$ cat src/rtl/lane_pkg.sv
package lane_pkg;

  localparam int NZP_W = 3;

  typedef logic [NZP_W-1:0] nzp_t;

  // bit 2 negative, bit 1 zero, bit 0 positive
  localparam nzp_t FLAG_NEG  = 3'b100;
  localparam nzp_t FLAG_ZERO = 3'b010;
  localparam nzp_t FLAG_POS  = 3'b001;

  typedef enum logic [3:0] {
    OP_NOP   = 4'd0,
    OP_BR    = 4'd1,
    OP_CMP   = 4'd2,
    OP_ADD   = 4'd3,
    OP_SUB   = 4'd4,
    OP_MUL   = 4'd5,
    OP_DIV   = 4'd6,
    OP_CONST = 4'd7
  } lane_op_e;

  // true for the opcodes whose commit writes the destination register
  function automatic logic op_writes_reg(input logic [3:0] op);
    return (op == OP_ADD) || (op == OP_SUB) || (op == OP_MUL) ||
           (op == OP_DIV) || (op == OP_CONST);
  endfunction

  function automatic logic op_is_cmp(input logic [3:0] op);
    return op == OP_CMP;
  endfunction

  function automatic logic op_is_branch(input logic [3:0] op);
    return op == OP_BR;
  endfunction

endpackage

$ cat src/rtl/lane_regfile.sv
module lane_regfile #(
  parameter int DATA_W   = 8,
  parameter int REG_CNT  = 16,
  parameter int SPEC_CNT = 3,
  localparam int IDX_W   = $clog2(REG_CNT),
  localparam int GEN_CNT = REG_CNT - SPEC_CNT
) (
  input  logic                            clk,
  input  logic                            rst_n,
  input  logic                            wr_en,
  input  logic [IDX_W-1:0]                wr_idx,
  input  logic [DATA_W-1:0]               wr_data,
  input  logic [IDX_W-1:0]                rd_a_idx,
  input  logic [IDX_W-1:0]                rd_b_idx,
  input  logic [SPEC_CNT-1:0][DATA_W-1:0] spec_vals,
  output logic [DATA_W-1:0]               rd_a,
  output logic [DATA_W-1:0]               rd_b
);

  logic [DATA_W-1:0] gpr  [GEN_CNT];
  logic [DATA_W-1:0] view [REG_CNT];

  // general registers; indices at or above GEN_CNT have no storage
  always_ff @(posedge clk or negedge rst_n) begin
    if (!rst_n) begin
      for (int k = 0; k < GEN_CNT; k++) gpr[k] <= '0;
    end else if (wr_en) begin
      for (int k = 0; k < GEN_CNT; k++) begin
        if (wr_idx == IDX_W'(k)) gpr[k] <= wr_data;
      end
    end
  end

  // unified read view: storage below GEN_CNT, identity inputs above
  for (genvar g = 0; g < REG_CNT; g++) begin : g_view
    if (g < GEN_CNT) begin : g_store
      assign view[g] = gpr[g];
    end else begin : g_spec
      assign view[g] = spec_vals[g-GEN_CNT];
    end
  end

  assign rd_a = view[rd_a_idx];
  assign rd_b = view[rd_b_idx];

endmodule

$ cat src/rtl/lane_alu.sv
module lane_alu #(
  parameter int DATA_W = 8
) (
  input  logic [3:0]          op,
  input  logic [DATA_W-1:0]   opa,
  input  logic [DATA_W-1:0]   opb,
  output logic [DATA_W-1:0]   result,
  output lane_pkg::nzp_t      cmp_flags
);
  import lane_pkg::*;

  function automatic logic [DATA_W-1:0] alu_calc(input logic [3:0] f,
                                                 input logic [DATA_W-1:0] a,
                                                 input logic [DATA_W-1:0] b);
    logic [2*DATA_W-1:0] prod;
    logic [DATA_W-1:0]   r;
    prod = {{DATA_W{1'b0}}, a} * {{DATA_W{1'b0}}, b};
    case (f)
      OP_ADD:  r = a + b;
      OP_SUB:  r = a - b;
      OP_MUL:  r = prod[DATA_W-1:0];
      OP_DIV:  r = (b == '0) ? '0 : a / b;
      default: r = '0;
    endcase
    return r;
  endfunction

  function automatic nzp_t cmp_calc(input logic [DATA_W-1:0] a,
                                    input logic [DATA_W-1:0] b);
    if (a < b)       return FLAG_NEG;
    else if (a == b) return FLAG_ZERO;
    else             return FLAG_POS;
  endfunction

  assign result    = alu_calc(op, opa, opb);
  assign cmp_flags = cmp_calc(opa, opb);

endmodule

$ cat src/rtl/lane_flow.sv
module lane_flow #(
  parameter int ADDR_W = 8
) (
  input  logic               clk,
  input  logic               rst_n,
  input  logic               commit,
  input  logic [3:0]         op,
  input  lane_pkg::nzp_t     cmp_flags,
  input  lane_pkg::nzp_t     cond_mask,
  input  logic [ADDR_W-1:0]  target,
  output lane_pkg::nzp_t     nzp_q,
  output logic [ADDR_W-1:0]  pc_q,
  output logic               br_taken
);
  import lane_pkg::*;

  logic [ADDR_W-1:0] pc_next;

  assign br_taken = op_is_branch(op) && ((nzp_q & cond_mask) != '0);
  assign pc_next  = br_taken ? target : pc_q + 1'b1;

  always_ff @(posedge clk or negedge rst_n) begin
    if (!rst_n) begin
      nzp_q <= '0;
      pc_q  <= '0;
    end else if (commit) begin
      pc_q <= pc_next;
      if (op_is_cmp(op)) nzp_q <= cmp_flags;
    end
  end

endmodule

$ cat src/rtl/thread_lane.sv
module thread_lane #(
  parameter int DATA_W   = 8,
  parameter int ADDR_W   = 8,
  parameter int REG_CNT  = 16,
  parameter int SPEC_CNT = 3,
  localparam int IDX_W   = $clog2(REG_CNT)
) (
  input  logic              clk,
  input  logic              rst_n,
  input  logic              commit,
  input  logic [3:0]        op_sel,
  input  logic [IDX_W-1:0]  rd_idx,
  input  logic [IDX_W-1:0]  rs_idx,
  input  logic [IDX_W-1:0]  rt_idx,
  input  logic [DATA_W-1:0] imm_val,
  input  logic [ADDR_W-1:0] br_target,
  input  logic [2:0]        cond_mask,
  input  logic [DATA_W-1:0] blk_idx,
  input  logic [DATA_W-1:0] blk_dim,
  input  logic [DATA_W-1:0] thr_idx,
  output logic [DATA_W-1:0] rs_val,
  output logic [DATA_W-1:0] rt_val,
  output logic [DATA_W-1:0] alu_out,
  output logic [2:0]        nzp,
  output logic [ADDR_W-1:0] pc
);
  import lane_pkg::*;

  // named internal events, brought out for the checker
  logic              wr_en;
  logic [DATA_W-1:0] wr_data;
  logic              br_taken;
  nzp_t              cmp_flags;
  nzp_t              nzp_q;

  logic [SPEC_CNT-1:0][DATA_W-1:0] spec_vals;
  assign spec_vals = {thr_idx, blk_dim, blk_idx};

  assign wr_en   = commit && op_writes_reg(op_sel);
  assign wr_data = (op_sel == OP_CONST) ? imm_val : alu_out;

  lane_regfile #(
    .DATA_W   (DATA_W),
    .REG_CNT  (REG_CNT),
    .SPEC_CNT (SPEC_CNT)
  ) u_regs (
    .clk       (clk),
    .rst_n     (rst_n),
    .wr_en     (wr_en),
    .wr_idx    (rd_idx),
    .wr_data   (wr_data),
    .rd_a_idx  (rs_idx),
    .rd_b_idx  (rt_idx),
    .spec_vals (spec_vals),
    .rd_a      (rs_val),
    .rd_b      (rt_val)
  );

  lane_alu #(
    .DATA_W (DATA_W)
  ) u_alu (
    .op        (op_sel),
    .opa       (rs_val),
    .opb       (rt_val),
    .result    (alu_out),
    .cmp_flags (cmp_flags)
  );

  lane_flow #(
    .ADDR_W (ADDR_W)
  ) u_flow (
    .clk       (clk),
    .rst_n     (rst_n),
    .commit    (commit),
    .op        (op_sel),
    .cmp_flags (cmp_flags),
    .cond_mask (cond_mask),
    .target    (br_target),
    .nzp_q     (nzp_q),
    .pc_q      (pc),
    .br_taken  (br_taken)
  );

  assign nzp = nzp_q;

endmodule

$ cat config.mk
export PLATFORM = sky130hd
export DESIGN_NAME = thread_lane
export DESIGN_NICKNAME = d
export VERILOG_FILES = /design/src/rtl/lane_pkg.sv /design/src/rtl/lane_regfile.sv /design/src/rtl/lane_alu.sv /design/src/rtl/lane_flow.sv /design/src/rtl/thread_lane.sv
export SDC_FILE = /design/constraint.sdc
export NUM_CORES = 1
export LEC_CHECK = 0
export BUFFER_PORTS_ARGS = -buffer_cell sky130_fd_sc_hd__buf_2
export CORE_ASPECT_RATIO = 0.6
export CORE_MARGIN = 4
export CORE_UTILIZATION = 50
export DETAILED_ROUTE_END_ITERATION = 6
export PLACE_DENSITY = 0.69
export SETUP_SLACK_MARGIN = 0.2
export SYNTH_ARGS = -nofsm -noshare
export SYNTH_HDL_FRONTEND = slang
export SYNTH_SLANG_ARGS = --single-unit
$ cat constraint.sdc
create_clock -name clk -period 39.7 [get_ports clk]
set_clock_uncertainty 0.2 [all_clocks]
set_input_delay 1.985 -clock clk [delete_from_list [all_inputs] [get_ports clk]]
set_output_delay 1.985 -clock clk [all_outputs]
set_load 0.01 [all_outputs]
==> impl_summary.txt <==
----------------------------------------------------
[Outcome]
  Result of the run ... completed

[Synth]
  Number of flops mapped to enable cells by yosys ... 0
  Nets in the synthesized netlist ... 1,188
  Top cell type by total area after synthesis ... dfrtp_1
  Sequential fraction of the synthesis area ... 29.5%
  Avg Cell Area, Syn ... 9.37 µm²
  Cell with the most instances after synthesis ... nand2_1
  Flip-flop and latch count after synthesis ... 115
  Cell count after synthesis ... 1,041
  Fraction of synthesis flops using an asynchronous set or reset pin ... 100%
  Share of the synthesized area in the top cell type ... 29.5%
  Most used flip-flop cell after synthesis ... dfrtp_1
  Number of different library cells in the post-synthesis netlist ... 69
  Most frequent cells after synthesis ... nand2_1 (159), dfrtp_1 (115), o21ai_0 (112)
  Cell area after synthesis ... 0.00976 mm²
  Cells taking the most area after synthesis ... dfrtp_1 (29%), mux4_2 (15%), ha_1 (9.1%), nand2_1 (6.1%), o21ai_0 (5.7%)
  Number of synthesis warnings ... 0

[Place]
  Number of port buffers ... 96
  Global placer's final weighted congestion ... 0.963
  Final HPWL DP ... 22,000 µm

[Flow run]
  Max-capacitance violation count ... 0

[Route]
  Detailed Route Iter0 Violations ... 925
  Post-DR vias/cell ... 6.20
  Detailed-route DRC error count ... 0
  Number of iterations in the first detailed-routing pass ... 6
  Routed length per placed instance ... 21.2 µm
  Routed via count ... 8,605
  Total wirelength of the detailed-routed design ... 29,400 µm
  Post-DRT Antenna Nets ... 0

[Timing]
  Setup TNS ... 0 ns
  Least-Margin Pin Slew ... 1.07 ns
  RSZ-0062 raised after global routing ... no
  Hold Worst Slack ... 0.296 ns
  Final hold violations ... 0
  Setup violators final ... 0
  Slew margin rel. ... 28.2%
  Final cycle utilization of the critical path ... 48.2%
  Highest attainable clock frequency ... 52.2 MHz
  Final critical path time including I/O delays and setup ... 19.15 ns
  Number of max-slew violations in the final report ... 0

[Clocking]
  Skew-Pair Late Insertion Delay ... 0.42 ns
  CTS clock-pin slew for the worst setup and hold paths ... 0.06 ns
  Cell at the root of the clock tree ... clkbuf_16
  Max Root-Sink Buffers ... 2
  Post-CTS repair timing setup buffer count ... 0
  Clock buffer count from CTS ... 17
  CTS HTree Levels ... 4
  TritonCTS clock tree ... done
  TritonCTS Sinks ... 115
  Post-CTS resize count ... 0
  Hold-fix buffer count after cts ... 0

[Power and ir drop]
  Max VDD drop ... 0.173 mV
  Share of total power in the clock network ... 15.5%
  Power density over cell area ... 93.8 mW/mm²
  Sum of internal, switching and leakage power ... 1030 µW
  Reg power frac ... 15.2%
  Switching share of total power ... 45.6%
  Internal power ... 561 µW
  Switching component of the power ... 470 µW
  Leakage component of the power ... 0.00503 µW
  Relative contribution of combinational cells to total power ... 69.4%

[Critical path]
  Crit-path slowest cell ... a21oi_1
  Crit end category ... output pin
  Classification of the worst setup path ... in2out
  Slowest cell delay on critical path ... 0.81 ns
  Maximum fanout along the worst path ... 32
  Startpoint types ... input pin
  Data arrival time of the critical path ... 16.97 ns
  Required time at the endpoint of the critical path ... 37.51 ns
  Cell mode on critical path ... o21a_1

[Floorplan]
  Core region area ... 0.0191 mm²
  Height of the chip ... 116 µm
  Boundary pin count ... 97
  Die boundary width ... 188 µm
  Initial core utilization ... 51.1%
  Site row count ... 39
  Die area ... 0.0219 mm²

[Global route]
  Vias in the first global route ... 8,097
  Initial antenna violation count ... 0
  Global-route wire length before repair ... 46,200 µm
  Remaining global-route overflow ... 0
  Gr usage total ... 27.4%
  Pin count of the biggest net entering global routing ... 73

[Finish]
  Fraction of layout cells with a size suffix above 1 ... 21.5%
  Layout overhead on the synthesized area ... 12.7%
  Diode count ... 0
  Post-layout net count ... 1,256

[Worst hold path]
  Hold crit path type ... reg2reg

----------------------------------------------------
through the flow:
stage	util, %	cells	cell area (µm²)	setup slack (ns)
CTS	57.6	1388	11000	20.78
floorplan	-	1041	9760	23.30
detailed placement	54.4	1356	10400	20.87
global route	57.6	1388	11000	19.47
global placement	54.4	1356	10400	21.51
finish	57.6	1388	11000	20.55
cell families (layout without fill, tap and decap cells):
group / Yosys count / after routing / share of synthesized area, %
flip-flops: 115 / 115 / 29.5
AO/OA/AOI/OAI: 285 / 285 / 18.7
XOR/XNOR: 17 / 17 / 1.81
adder cells (fa/ha/maj): 85 / 85 / 12.0
buffers and inverters: 118 / 199 / 5.25
multiplexers: 81 / 81 / 16.8
AND/OR/NAND/NOR: 340 / 340 / 15.9
cell usage in the layout (no fill, tap or decap), drive strengths merged, types with 14 or more instances in the layout:
master / Yosys / final
a21o: 15 / 15
a21oi: 57 / 57
buf: 16 / 110
clkbuf: 45 / 20
dfrtp: 115 / 115
fa: 14 / 14
ha: 71 / 71
inv: 57 / 58
mux4: 66 / 66
nand2: 159 / 159
nand3: 18 / 18
nor2: 72 / 72
nor3: 27 / 27
o21a: 21 / 21
o21ai: 119 / 119
layout make-up:
class	count	area, µm²
Fill cell	1695	8080
Multi-Input combinational cell	808	6370
Sequential cell	115	2880
Timing Repair Buffer	110	588
Clock buffer	20	457
Tap cell	266	333
Inverter	57	216
Clock inverter	12	155
power by group through the flow:
stage,Combinational (µW),Sequential (µW),Clock (µW)
final,716,156,160
after global routing,795,159,168
after CTS,701,156,161
after detailed placement,693,157,0
after global placement,691,156,0
after floorplan,530,154,0
critical path: cells and delay by family:
kind | cells | cell delay, ns
and+or+nand+nor | 12 | 3.57
muxes | 3 | 1.28
AOI/OAI and AO/OA | 34 | 7.52
buffers and inverters | 3 | 0.74
adders and majority gates | 7 | 1.87
registers in the layout, summed over array words and instances, names as in the netlist:
signal,flops
u_regs.gpr,104
u_flow.nzp_q,3
u_flow.pc_q,8
routing by layer:
metal | share of wire [%] | GRT usage (%) | routed length (µm)
met2 | 40 | 37.4 | 11700
met1 | 47 | 42.8 | 13800
met5 | 0 | 0 | 0
met4 | 1.3 | 5.73 | 391
met3 | 12 | 8.24 | 3570
path summary, 6_finish.rpt:
check	cells after the start	endpoint	startpoint	slack, ns
max in group asynchronous	2	u_regs.gpr[21]	rst_n	36.60
hold reg to reg	2	u_regs.gpr[10]	u_regs.gpr[10]	0.30
setup reg to reg	56	u_regs.gpr[64]	u_regs.gpr[92]	24.08
min in group asynchronous	1	u_regs.gpr[87]	rst_n	1.36
setup / recovery	59	alu_out[0]	rt_idx[0]	20.55
hold / removal	2	u_regs.gpr[10]	u_regs.gpr[10]	0.30
Power figures use the tool's default switching activity.
